### src/rtl/spi_dac_front.sv
module spi_dac_front #(
  parameter int WORD_W = 16,
  parameter int CODE_W = 12,
  parameter int ADDR_W = 3
) (
  input  logic              clk,
  input  logic              rst_n,
  input  logic              sclk,
  input  logic              sdi,
  input  logic              cs_n,
  input  logic [ADDR_W-1:0] addr_strap,
  input  logic              stby,
  output logic [CODE_W-1:0] code_o,
  output logic              standby_o
);
  localparam int CNT_W = $clog2(WORD_W + 1);

  logic [1:0] sclk_sy, sdi_sy, cs_sy;
  logic       sclk_d, cs_d;
  logic [WORD_W-1:0] shreg;
  logic [CNT_W-1:0]  cnt;

  wire sclk_rise = sclk_sy[1] & ~sclk_d;
  wire cs_rise   = cs_sy[1] & ~cs_d;
  wire full      = (cnt == CNT_W'(WORD_W));
  wire hit       = (shreg[CODE_W +: ADDR_W] == addr_strap);

  always_ff @(posedge clk or negedge rst_n) begin
    if (!rst_n) begin
      sclk_sy <= '0;
      sdi_sy  <= '0;
      cs_sy   <= '1;
      sclk_d  <= 1'b0;
      cs_d    <= 1'b1;
    end else begin
      sclk_sy <= {sclk_sy[0], sclk};
      sdi_sy  <= {sdi_sy[0], sdi};
      cs_sy   <= {cs_sy[0], cs_n};
      sclk_d  <= sclk_sy[1];
      cs_d    <= cs_sy[1];
    end
  end

  always_ff @(posedge clk or negedge rst_n) begin
    if (!rst_n) begin
      shreg <= '0;
      cnt   <= '0;
    end else if (cs_sy[1]) begin
      cnt <= '0;
    end else if (sclk_rise) begin
      shreg <= {shreg[WORD_W-2:0], sdi_sy[1]};
      if (!full) cnt <= cnt + 1'b1;
    end
  end

  always_ff @(posedge clk or negedge rst_n) begin
    if (!rst_n) begin
      code_o    <= '0;
      standby_o <= 1'b0;
    end else begin
      standby_o <= stby;
      if (cs_rise && full && hit) code_o <= shreg[CODE_W-1:0];
    end
  end

  a_r3_only_on_release: assert property (@(posedge clk) disable iff (!rst_n)
    !cs_rise |=> $stable(code_o));
  a_r4_mismatch_holds: assert property (@(posedge clk) disable iff (!rst_n)
    (cs_rise && !hit) |=> $stable(code_o));
  a_r6_short_dropped: assert property (@(posedge clk) disable iff (!rst_n)
    (cs_rise && !full) |=> $stable(code_o));
  a_r5_count_bounded: assert property (@(posedge clk) disable iff (!rst_n)
    cnt <= CNT_W'(WORD_W));
  a_r7_reset_zero: assert property (@(posedge clk) disable iff (!rst_n)
    $rose(rst_n) |-> code_o == '0);
  a_r8_standby_follows: assert property (@(posedge clk) disable iff (!rst_n)
    $rose(stby) |=> standby_o);
endmodule

### config.mk
export PLATFORM = sky130hd
export DESIGN_NAME = spi_dac_front
export DESIGN_NICKNAME = d
export VERILOG_FILES = /design/src/rtl/spi_dac_front.sv
export SDC_FILE = /design/constraint.sdc
export NUM_CORES = 1
export LEC_CHECK = 0
export ABC_AREA = 1
export BUFFER_PORTS_ARGS = -buffer_cell sky130_fd_sc_hd__buf_2
export CORE_UTILIZATION = 25
export DETAILED_ROUTE_END_ITERATION = 8
export SKIP_LAST_GASP = 1
export SYNTH_ARGS = -nofsm -noshare
export SYNTH_HDL_FRONTEND = slang
export SYNTH_SLANG_ARGS = --single-unit
### constraint.sdc
create_clock -name clk -period 1.23 [get_ports clk]
set_input_delay 0.0615 -clock clk [delete_from_list [all_inputs] [get_ports clk]]
set_output_delay 0.0615 -clock clk [all_outputs]
set_load 0.03 [all_outputs]
==> results.cfg, run 1 <==
[setup_path]
reg2regPathDepth = 9
r2r_slack_ps = -50
cp.arrival_ps = 1460
crit_fanout = 6
critPathKind = reg -> reg
cp-start-kind = flop
r2r-end = code_o[6]
cp_data_required_time_ps = 1410
rr_startpoint = cnt[0]
endpoint_kind = flop

[drt]
drc_errors = 0
via_per_inst = 4.28
vias = 1296
wire_per_inst_um = 10.7
first_iter_violations = 51
wl_mm = 3.25
drt-pass1-iter-count = 4
detail-route-antenna-nets = 0

[place]
io_buffers = 21
dp_hpwl_mm = 2.33
gp_congestion = 0.759
placed_cells = 289

[clock_network]
clk_path_buf_depth = 2
cts_made_buffers = 5
cts_max_level = 2
cts_tree = yes
cts_sinks = 41
insertion_delay_ps = 290
clkTransAtPathRegs_ps = 80
root_buffer = clkbuf_8

[yosys]
synthCells = 180
synth_seq_area_share_pct = 59.2
synth_flop_cell = dfrtp_1
synth_cell_types = 23
ys_ff_latch = 41
synth_warnings = 0
async_flop_share_pct = 100
yosysMostFrequentCell = nand2_1
synth_top_area_cell = dfrtp_1
synth_top_area_share_pct = 54.6
avgSynthCellArea_sq_um = 9.67
synthTopCellsByCount = nand2_1 (65), dfrtp_1 (38), nand3_1 (19)
syn_area_sq_um = 1740
synth_nets = 191
synth_top_cells_by_area = dfrtp_1 (55%), nand2_1 (14%), nand3_1 (5.5%), nand4_1 (5.0%), dfstp_2 (4.5%)
synth_edf_count = 0

[flow_run]
maxCapViolations = 0

[timing]
setup_viol = 13
slew_violations = 0
fin_crit_ps = 1280
worstMarginPinSlew_ps = 320
finalCritPeriodShare_pct = 104
fmax_ghz = 0.781
fin_skew_ps = 7.90
fin_ws_ps = -50.5
slew-limit-headroom_pct = 78.7
rsz0062_at_grt = true
hold_viol_final = 0

[floorplanning]
die_area_sq_um = 7300
io_pins = 22
start_util_pct = 25.8
die-height_um = 85.4
die_x_um = 85.4
rows = 30
core_sq_um = 6760

[power]
switching_share_pct = 25.6
p_int_w = 0.00231
power_frac_seq_pct = 50.1
p_switching_w = 0.000791
power.density_nw_per_um2 = 1380
p_clk_share_pct = 35.8
combPwrFrac_pct = 14.1
ir_worst_vdd_v = 0.000578
p_leak_nw = 1.20
total_power_w = 0.00310

[global_route]
top_usage_layer = met2
grt_overflow = 0
grt_pass1_vias = 1302
grtUsageMet2_pct = 16.1
use_met3_pct = 2.92
grtUsageTotal_pct = 10.4
grtUsageMet1_pct = 14.0
grt_pass1_wl_mm = 5.97
grt_max_degree = 30
antenna_found_initial = 0

[cells_and_area]
drive_above_1_share_pct = 30.5
instances_no_fill = 303
area_growth_pct = 29.1
fin_nets = 233
fillers = 728
diodes = 0

[min_path]
holdCritPathClass = in -> async

[status]
violations = negative setup slack
outcome = complete, but fails checks
## worst max path at each step
stage | cells past startpoint | from | end | slack, ps
3_5_place_dp | 9 | cnt[0] | code_o[6] | -60
2_1_floorplan | 10 | cnt[0] | code_o[10] | -60
5_1_grt | 9 | cnt[0] | code_o[6] | -150
3_3_place_gp | 9 | cnt[0] | code_o[6] | -10
6_report | 9 | cnt[0] | code_o[6] | -50
4_1_cts | 9 | cnt[0] | code_o[9] | -60
## repair_timing
action	CTS	global route
gates resized for setup	1	4
hold buffers	5	0
pin swaps	0	1
cloned	1	0
endpoints found under the setup margin	15	19
endpoints found under the hold margin	42	0
setup buffers	0	0
## cells in the final DEF (no fill, tap or decap), types with 3 or more instances in the layout
cell type / n
nand2_1: 61
dfrtp_1: 38
buf_2: 21
nand3_1: 19
nand4_1: 14
buf_4: 14
inv_1: 7
o21ai_1: 6
clkbuf_8: 6
inv_2: 5
nand2_2: 5
dlygate4sd3_1: 5
dfstp_2: 3
## kinds of logic after synthesis
family | share of synthesized area (%)
xor gates and xnor gates | 1.44
buffers and inverters | 6.04
and+or+nand+nor | 29.9
AOI/OAI and AO/OA | 2.01
DFF | 59.2
adders and majority gates | 1.44
## state kept, by name, indices dropped and copies added (netlist names)
signal	cells
shreg	15
cs_sy	2
sclk_d	1
standby_o	1
sclk_sy	2
cs_d	1
sdi_sy	2
code_o	12
cnt	5
## critical path, stage by stage (launching register included)
cell,delay (ps)
dfrtp_1,390
inv_2,90
ha_4,130
nand2_2,40
clkinv_2,50
nand2_4,60
nor2_8,140
nand3_4,130
nand2_1,90
nand2_1,50
## power groups by stage
stage / sequential, W / combinational, W / clock, W
floorplan: 0.00156 / 0.000262 / 0
global placement: 0.00157 / 0.000400 / 0
detailed placement: 0.00158 / 0.000414 / 0
CTS: 0.00155 / 0.000443 / 0.00116
global route: 0.00157 / 0.000496 / 0.00120
finish: 0.00155 / 0.000437 / 0.00111
## area by class of cell
type / count / area [sq um] / area share (%)
Sequential cell: 41 / 1030 / 45.8
Clock buffer: 7 / 86.3 / 3.84
Multi-Input combinational cell: 119 / 651 / 29.0
Timing Repair Buffer: 42 / 300 / 13.4
Tap cell: 80 / 100 / 4.45
Inverter: 13 / 50.0 / 2.23
Clock inverter: 1 / 30.0 / 1.34
## through the flow
step           area [sq um]  util, %  setup TNS [ps]  hold WS, ps  setup slack (ps)
2_1_floorplan          1760        -            -565         -234             -56.5
3_3_place_gp           2050     30.4           -12.9        -30.5             -12.3
3_5_place_dp           2050     30.4            -566        -24.9             -59.2
4_1_cts                2230     33.1            -720          201             -64.0
5_1_grt                2250     33.3           -1860          221              -146
6_report               2250     33.3            -455          191             -50.5
## routing by layer
layer / part of all wire [%] / routed length (um)
met3: 4.6 / 151
met5: 0 / 0
met1: 52 / 1690
met2: 42 / 1380
met4: 1.0 / 33
Power figures use the tool's default switching activity.
==> run 2, diff against run 1 <==
--- a/config.mk
+++ b/config.mk
@@ -9,6 +9,7 @@
 export BUFFER_PORTS_ARGS = -buffer_cell sky130_fd_sc_hd__buf_2
 export CORE_UTILIZATION = 25
 export DETAILED_ROUTE_END_ITERATION = 8
+export PLACE_DENSITY = 0.43
 export SKIP_LAST_GASP = 1
 export SYNTH_ARGS = -nofsm -noshare
 export SYNTH_HDL_FRONTEND = slang
==> run 2 against run 1 <==
Net effect: the run ends with design-rule violations, negative setup slack left; first-iteration DRC count down 2.0%; largest cell class unchanged; critical path depth unchanged; global-route usage about the same; sequential share of layout area down 1.0 points; clock skew down 1.9 ps; utilization up 0.74 points; flip-flop and latch count unchanged.
==> results.cfg, run 2 (same netlist as run 1, synthesis figures left out) <==
[status]
outcome = complete, but fails checks
violations = design-rule violations, negative setup slack

[global_route]
grt_pass1_wl_mm = 5.80
grt_overflow = 0
grt_pass1_vias = 1227
grt_max_degree = 28
antenna_found_initial = 0
grtUsageTotal_pct = 10.4

[setup_path]
crit_fanout = 6
cp-start-kind = flop
critPathKind = reg -> reg
cp_data_required_time_ps = 1430
cp.arrival_ps = 1480
endpoint_kind = flop
reg2regPathDepth = 9

[timing]
finalCritPeriodShare_pct = 104
slew-limit-headroom_pct = 75.0
rsz0062_at_grt = true
fmax_ghz = 0.779
fin_crit_ps = 1280
fin_ws_ps = -54.2
worstMarginPinSlew_ps = 375
hold_viol_final = 0
setup_viol = 15
fin_skew_ps = 5.96
slew_violations = 0
tns_ps = -477

[clock_network]
cts_made_buffers = 5
clk_path_buf_depth = 2
cts_max_level = 2
clkTransAtPathRegs_ps = 90
insertion_delay_ps = 300
cts_sinks = 41
root_buffer = clkbuf_8
cts_tree = yes

[power]
total_power_w = 0.00334
power.density_nw_per_um2 = 1450
p_leak_nw = 1.23
ir_worst_vdd_v = 0.000457

[floorplanning]
core_sq_um = 6760
io_pins = 22
rows = 30
start_util_pct = 25.8
die-height_um = 85.4
die_area_sq_um = 7300
die_x_um = 85.4

[cells_and_area]
ff_latch_area_sq_um = 1030
fillers = 716
multi_input_area_sq_um = 657
mostFrequentLayoutCells = nand2_1 (62), dfrtp_1 (38), buf_2 (21)
fin_nets = 236
largest-register = shreg
diodes = 0
mostFrequentLayoutCell = nand2_1
largest_register_ffs = 15
largestRegisters = shreg x15, code_o x12, cnt x5
drive_above_1_share_pct = 31.9
area_growth_pct = 32.0

[place]
gp_congestion = 0.666
place_ws_ps = -51.9
io_buffers = 21
dp_hpwl_mm = 2.43

[drt]
drt-pass1-iter-count = 6
vias = 1316
first_iter_violations = 50
via_per_inst = 4.30
wire_per_inst_um = 11.5
detail-route-antenna-nets = 0
drc_errors = 1
wl_mm = 3.53

[flow_run]
maxCapViolations = 0

[min_path]
holdCritPathClass = in -> async
==> run 2: cell types whose count changed in the layout (fill, tap and decap cells not counted), sizes merged <==
cell and change:
buf +3, inv +1, bufinv +1, clkbuf -2
==> run 2: final timing paths <==
kind                               start        end  slack, ps
max                               cnt[0]  code_o[5]        -50
max in group asynchronous          rst_n       cs_d        480
max reg2reg                       cnt[0]  code_o[5]        -50
min in group clk           addr_strap[1]  code_o[0]        210
min reg2reg                    sdi_sy[0]  sdi_sy[1]        350
min                                rst_n  code_o[7]        200
==> run 2: repair_timing <==
item	CTS	global route
hold buffers	5	0
buffers inserted	0	2
pin swaps	0	1
hold endpoints to repair	18	0
setup endpoints to repair	15	21
resized for setup	0	5
cloned	0	1
==> run 2: metrics by stage <==
step / hold WS (ps) / area [sq um] / cells / util (%)
3_3_place_gp: 1.45 / 2060 / 290 / 30.5
5_1_grt: 236 / 2300 / 306 / 34.0
2_1_floorplan: -234 / 1760 / 180 / -
3_5_place_dp: 14.7 / 2060 / 290 / 30.5
4_1_cts: 194 / 2250 / 303 / 33.2
6_report: 204 / 2300 / 306 / 34.0
==> run 2: metal layers <==
layer | track usage [%] | vias up | wire, um
met1 | 14.9 | 612 | 1840
met5 | 0 | - | 0
met4 | 4.55 | 0 | 55
met2 | 14.4 | 27 | 1510
met3 | 3.02 | 4 | 128
li1 | - | 673 | -
==> run 2: final cells by class <==
type | count | share of cell area (%)
sequential | 41 | 44.8
multi-input combinational | 119 | 28.6
timing repair buffer | 45 | 14.1
tap | 80 | 4.36
clock buffer | 5 | 3.00
clock inverter | 3 | 3.00
inverter | 13 | 2.18
==> run 2: power by group <==
group	internal, W	switching (W)	total (W)
Clock	0.000817	0.000502	0.00132
Combinational	0.000204	0.000259	0.000464
Sequential	0.00146	0.0000896	0.00155
==> run 2: worst max-delay path, cell delays in order, from the launching register on <==
cell and delay (ps):
dfrtp_1 390, inv_2 80, ha_4 130, nand2_2 40, clkinv_2 50, nand2_4 60, nor2_8 140, nand3_2 160
nand2_1 90, nand2_1 50
